## config.mk

```make
export PLATFORM = sky130hd
export DESIGN_NAME = sd2_modulator
export DESIGN_NICKNAME = d
export VERILOG_FILES = /design/src/rtl/sd2_pkg.sv /design/src/rtl/sd2_integrator.sv /design/src/rtl/sd2_quantizer.sv /design/src/rtl/sd2_modulator.sv
export SDC_FILE = /design/constraint.sdc
export NUM_CORES = 1
export LEC_CHECK = 0
export ABC_CLOCK_PERIOD_IN_PS = 4400
export CAP_MARGIN = 20
export CORE_ASPECT_RATIO = 1.25
export CORE_UTILIZATION = 43
export DETAILED_ROUTE_END_ITERATION = 12
export DONT_BUFFER_PORTS = 1
export HOLD_SLACK_MARGIN = 0.1
export PLACE_DENSITY_LB_ADDON = 0.15
export SLEW_MARGIN = 20
export SYNTH_ARGS = -nofsm -noshare
export SYNTH_HDL_FRONTEND = slang
export SYNTH_SLANG_ARGS = --single-unit
```

## constraint.sdc

```tcl
create_clock -name clk -period 4.4 [get_ports clk]
set_input_delay 0.44 -clock clk [delete_from_list [all_inputs] [get_ports clk]]
set_output_delay 0.44 -clock clk [all_outputs]
set_load 0.03 [all_outputs]
```

## src/rtl/sd2_pkg.sv

```systemverilog
`timescale 1ns/1ps
package sd2_pkg;

  typedef enum logic {
    SD_LOW  = 1'b0,
    SD_HIGH = 1'b1
  } sd_level_e;

  // Symmetric clamp to +/-(2^(w-1)-1), applied to a wide signed sum.
  function automatic logic signed [63:0] sd_clamp(
    input logic signed [63:0] v,
    input int unsigned        w
  );
    logic signed [63:0] lim;
    lim = (64'sd1 <<< (w - 1)) - 64'sd1;
    if (v > lim)  return lim;
    if (v < -lim) return -lim;
    return v;
  endfunction

endpackage

```

## src/rtl/sd2_integrator.sv

```systemverilog
`timescale 1ns/1ps
module sd2_integrator
  import sd2_pkg::*;
#(
  parameter int ACC_W = 24
) (
  input  logic                    clk,
  input  logic                    rst,
  input  logic                    ce,
  input  logic signed [ACC_W-1:0] drive_i,
  input  logic signed [ACC_W-1:0] fb_i,
  output logic signed [ACC_W:0]   step_o,
  output logic signed [ACC_W-1:0] acc_o
);

  localparam int EXT = 64 - ACC_W;

  logic signed [ACC_W-1:0] acc_q;
  logic signed [63:0]      wide_acc;
  logic signed [63:0]      wide_step;

  // Half of the difference, floor rounding via arithmetic shift.
  assign step_o = ($signed({drive_i[ACC_W-1], drive_i})
                 - $signed({fb_i[ACC_W-1], fb_i})) >>> 1;

  assign wide_acc  = $signed({{EXT{acc_q[ACC_W-1]}}, acc_q});
  assign wide_step = $signed({{(EXT-1){step_o[ACC_W]}}, step_o});

  always_ff @(posedge clk) begin
    if (rst) begin
      acc_q <= '0;
    end else if (ce) begin
      acc_q <= ACC_W'(sd_clamp(wide_acc + wide_step, ACC_W));
    end
  end

  assign acc_o = acc_q;

endmodule

```

## src/rtl/sd2_quantizer.sv

```systemverilog
`timescale 1ns/1ps
module sd2_quantizer
  import sd2_pkg::*;
#(
  parameter int SAMPLE_W = 16,
  parameter int ACC_W    = 24
) (
  input  logic signed [ACC_W-1:0] acc_i,
  output logic                    decide_o,
  output logic signed [ACC_W-1:0] fb_o
);

  localparam int PAD = ACC_W - SAMPLE_W;
  localparam logic signed [ACC_W-1:0] FB_POS =
    {{PAD{1'b0}}, 1'b1, {(SAMPLE_W-1){1'b0}}};
  localparam logic signed [ACC_W-1:0] FB_NEG = -FB_POS;

  sd_level_e lvl;

  assign lvl      = (acc_i >= 0) ? SD_HIGH : SD_LOW;
  assign decide_o = (lvl == SD_HIGH);
  assign fb_o     = (lvl == SD_HIGH) ? FB_POS : FB_NEG;

endmodule

```

## src/rtl/sd2_modulator.sv

```systemverilog
`timescale 1ns/1ps
module sd2_modulator #(
  parameter int SAMPLE_W = 16,
  parameter int ACC_W    = 24
) (
  input  logic                       clk,
  input  logic                       rst,
  input  logic                       ce,
  input  logic signed [SAMPLE_W-1:0] sample_in,
  output logic                       bit_out
);

  localparam int STAGES = 2;
  localparam int EXT    = ACC_W - SAMPLE_W;

  logic signed [ACC_W-1:0] stage_in   [STAGES];
  logic signed [ACC_W-1:0] stage_acc  [STAGES];
  logic signed [ACC_W:0]   stage_step [STAGES];
  logic signed [ACC_W-1:0] fb_w;
  logic                    decide_w;

  assign stage_in[0] = {{EXT{sample_in[SAMPLE_W-1]}}, sample_in};

  // Cascade: each later stage integrates the previous stage's state.
  generate
    for (genvar k = 0; k < STAGES; k++) begin : g_stage
      if (k > 0) begin : g_chain
        assign stage_in[k] = stage_acc[k-1];
      end
      sd2_integrator #(.ACC_W(ACC_W)) u_int (
        .clk     (clk),
        .rst     (rst),
        .ce      (ce),
        .drive_i (stage_in[k]),
        .fb_i    (fb_w),
        .step_o  (stage_step[k]),
        .acc_o   (stage_acc[k])
      );
    end
  endgenerate

  sd2_quantizer #(.SAMPLE_W(SAMPLE_W), .ACC_W(ACC_W)) u_quant (
    .acc_i    (stage_acc[STAGES-1]),
    .decide_o (decide_w),
    .fb_o     (fb_w)
  );

  always_ff @(posedge clk) begin
    if (rst) begin
      bit_out <= 1'b0;
    end else if (ce) begin
      bit_out <= decide_w;
    end
  end

  // Named internal events for the checker.
  logic signed [ACC_W-1:0] acc1_w, acc2_w;
  logic signed [ACC_W:0]   step1_w, step2_w;
  assign acc1_w  = stage_acc[0];
  assign acc2_w  = stage_acc[1];
  assign step1_w = stage_step[0];
  assign step2_w = stage_step[1];

endmodule

```

==> impl_summary.md <==
Outcome
The flow ran to the end, and the final reports show no timing, DRC or antenna violations.

Setup path
The critical path required time is 4590 ps. The worst reg2reg path startpoint is g_stage[1].u_int.acc_o[23]. The capturing element type of the critical path is a flop.

The worst register-to-register path has a depth of 15. The critical path endpoint is g_stage[0].u_int.acc_o[9]. The data arrival time of the critical path is 4380 ps.

The maximum net fanout on the critical path is 16. In this run the critical register-to-register path is captured at g_stage[0].u_int.acc_o[9]. The critical path starts at g_stage[1].u_int.acc_o[23].

The worst setup path is of the flop to flop kind. The startpoint type of the worst setup path is a flop. The register-to-register setup slack is 210 ps.

Global routing
The residual overflow from global routing is 0. Global routing used 22.0% of the available tracks across all layers. The first global-routing pass estimated 21200 um of wire.

The via count of the first global-routing pass is 4408. The maximum number of pins on one net before global-route repair is 63. The initial antenna violation count was 0.

Floorplanning
The die covers 0.0121 sq mm. From bottom edge to top edge, the die measures 123 um. For this configuration, the core starts out at a cell density of 44.7%. After floorplanning, the core was divided into 43 placement rows. The width of the die is 98.7 um.

The number of placed I/O pins is 20. The core region is 0.0112 sq mm.

Drt
The DRC violation total after the first TritonRoute iteration is 178. The number of vias per cell is 6.16. The routed via count is 4465.

The aggregate routed wire length is 12800 um. After detailed routing, the number of remaining DRC violations is 0. The detail route stage leaves a number of antenna-violating nets equal to 0. Dividing the detail-routed wire length by the instance count gives 17.6 um. The number of iterations in the first detailed-routing pass is 4.

Synth
In the synthesized netlist the dominant register cell turns out to be sky130_fd_sc_hd__dfxtp_1. The synthesized design devotes to its leading area cell type 19.5% of total area. Counting every instance in the synthesized netlist gives 602. In this run, synthesis inferred 0 flip-flops with an integrated enable. The share of synthesized registers carrying an async set or reset is 0%.

The number of distinct library cells after synthesis is 71. Sorting the synthesized cells by area gives the leading types as sky130_fd_sc_hd__dfxtp_1 20%, sky130_fd_sc_hd__ha_1 15%, sky130_fd_sc_hd__a21oi_1 5.7%. The synthesized netlist occupies a cell area of 0.00503 sq mm. Dividing the synthesized area by the synthesized cell count gives 8.35 sq um. Yosys printed 0 warnings. In this run, synthesis produced a sequential element count of 49. Sequential elements use 19.5% of the synthesized area. The post-synthesis cell type with the largest combined area is sky130_fd_sc_hd__dfxtp_1. The number of nets produced by synthesis is 686.

Finish
At the end of the flow, the number of nets in the layout was 673. The fraction of layout cells with a size suffix above 1 is 11.4%. In the layout the commonest cells are 62 x sky130_fd_sc_hd__ha_1, 55 x sky130_fd_sc_hd__a21oi_1, 51 x sky130_fd_sc_hd__nor2_1, 48 x sky130_fd_sc_hd__dfxtp_1, 41 x sky130_fd_sc_hd__nand2_1. The leading cell type in the layout, fill and taps excluded is sky130_fd_sc_hd__ha_1. Compared with the post-synthesis result, the final layout area differs by 5.48%. The number of antenna repair diodes is 0.

Timing
The number of hold-slack violations in the final timing report is 0. The clock period could shrink to 4190 ps. After layout, the worst path uses 95.3% of the clock period. The slew of the pin with the lowest slew margin is 583 ps.

The final number of setup-violating endpoints is 0. The worst pin sits at a relative slew slack of 61.0%. Across all setup checks in the final design, the least slack found is 208 ps. Across the routed clock network, the largest skew measured is 7.20 ps. After routing, the total negative slack on setup checks comes to 0 ps. The final hold slack is 209 ps.

The number of max-slew violations in the final report is 0. The maximum operating frequency is 0.239 GHz. Setup repair after global routing left no endpoint under its margin.

Clock tree
Clock tree synthesis found a total of 49 sinks. The post-cts hold buffer count is 0. The root buffer cell chosen for the clock tree is sky130_fd_sc_hd__clkbuf_16. The H-tree was split into 2 levels. The maximum clock insertion buffer count is 2. Clock tree synthesis inserted a total of 5 buffers. Post-CTS timing repair inserted 0 buffers for setup. The later pin in the worst-skew pair is clocked with a latency of 300 ps. The CTS tree is built. After clock tree synthesis, the clock-pin slew on the worst setup and hold paths is 60 ps.

Hold path
The min-delay analysis places its worst path in the category input pin to flop.

Placement
The placed wire-length estimate is 9950 um. The post-place setup slack is 124 ps. The final RePlAce weighted congestion is 0.863. Input and output buffers added on the ports amount to 0.

Run
Across the run, the number of max-cap violations was 0.
-- synth_stat cells (11+ instances only) --
library cell                n
sky130_fd_sc_hd__ha_1      62
sky130_fd_sc_hd__a21oi_1   57
sky130_fd_sc_hd__nor2_1    51
sky130_fd_sc_hd__dfxtp_1   49
sky130_fd_sc_hd__nand2_1   41
sky130_fd_sc_hd__xnor2_1   29
sky130_fd_sc_hd__o21ai_0   28
sky130_fd_sc_hd__o221a_2   25
sky130_fd_sc_hd__xor2_1    22
sky130_fd_sc_hd__inv_1     20
sky130_fd_sc_hd__a21o_1    16
sky130_fd_sc_hd__clkbuf_1  14
sky130_fd_sc_hd__buf_2     12
sky130_fd_sc_hd__nand3_1   11
-- registers in the layout, summed over array words and instances (netlist names) --
signal               flops
g_stage.u_int.acc_o     48
bit_out                  1
-- how the worst min path moves through the flow --
| stage | startpoint | cells after the start | end | slack, ps |
|---|---|---|---|---|
| after floorplan | g_stage[0].u_int.acc_o[0] | 2 | g_stage[0].u_int.acc_o[0] | 460 |
| final | rst | 1 | g_stage[1].u_int.acc_o[23] | 210 |
| after CTS | rst | 1 | g_stage[1].u_int.acc_o[0] | 200 |
| after detailed placement | g_stage[0].u_int.acc_o[0] | 2 | g_stage[0].u_int.acc_o[0] | 490 |
| after global routing | rst | 1 | g_stage[1].u_int.acc_o[0] | 200 |
| after global placement | g_stage[1].u_int.acc_o[22] | 2 | g_stage[1].u_int.acc_o[22] | 480 |
-- kinds of logic after synthesis --
kind of cell | after synthesis | synth area share, %
multiplexers | 5 | 1.02
adder cells (fa/ha/maj) | 70 | 17.6
buffers and inverters | 49 | 4.11
AND/OR/NAND/NOR | 156 | 14.6
flip-flops | 49 | 19.5
XOR/XNOR | 52 | 9.21
AO/OA/AOI/OAI | 221 | 33.9
-- through the flow --
step | util, % | cells | cell area, sq um
2_1_floorplan | - | 602 | 5030
3_3_place_gp | 45.5 | 716 | 5120
3_5_place_dp | 45.5 | 716 | 5120
4_1_cts | 46.8 | 724 | 5260
5_1_grt | 47.1 | 725 | 5300
6_report | 47.1 | 725 | 5300
-- repair_timing --
action | in CTS | in global routing
hold endpoints to repair | 0 | 0
setup endpoints to repair | 0 | 33
resized for setup | 0 | 10
-- metal layers --
metal	global-route usage, %	part of all wire (%)
met2	40.7	50
met4	8.68	3.0
met5	0	0
met3	2.33	2.3
met1	25.9	45
-- cell type report --
| class | instances | area [sq um] |
|---|---|---|
| Fill cell | 1080 | 5940 |
| Multi-Input combinational cell | 504 | 3870 |
| Sequential cell | 49 | 982 |
| Tap cell | 135 | 169 |
| Clock buffer | 7 | 133 |
| Inverter | 21 | 78.8 |
| Timing Repair Buffer | 8 | 63.8 |
| Clock inverter | 1 | 7.51 |
-- worst max-delay path, cell delays in order (launching register included) --
cell and delay, ps:
sky130_fd_sc_hd__dfxtp_2 370, sky130_fd_sc_hd__inv_1 110, sky130_fd_sc_hd__buf_4 190, sky130_fd_sc_hd__ha_1 170, sky130_fd_sc_hd__or2_2 340, sky130_fd_sc_hd__ha_1 420, sky130_fd_sc_hd__a21oi_1 290, sky130_fd_sc_hd__o21ai_0 180
sky130_fd_sc_hd__a31oi_1 220, sky130_fd_sc_hd__nand3_1 190, sky130_fd_sc_hd__buf_4 210, sky130_fd_sc_hd__o311ai_4 290, sky130_fd_sc_hd__nand4_1 210, sky130_fd_sc_hd__o41ai_4 410, sky130_fd_sc_hd__a31oi_4 260, sky130_fd_sc_hd__o211a_1 210
Power is not shown: default switching activity piles up to over one toggle a cycle in this logic, so the estimate is an artifact.
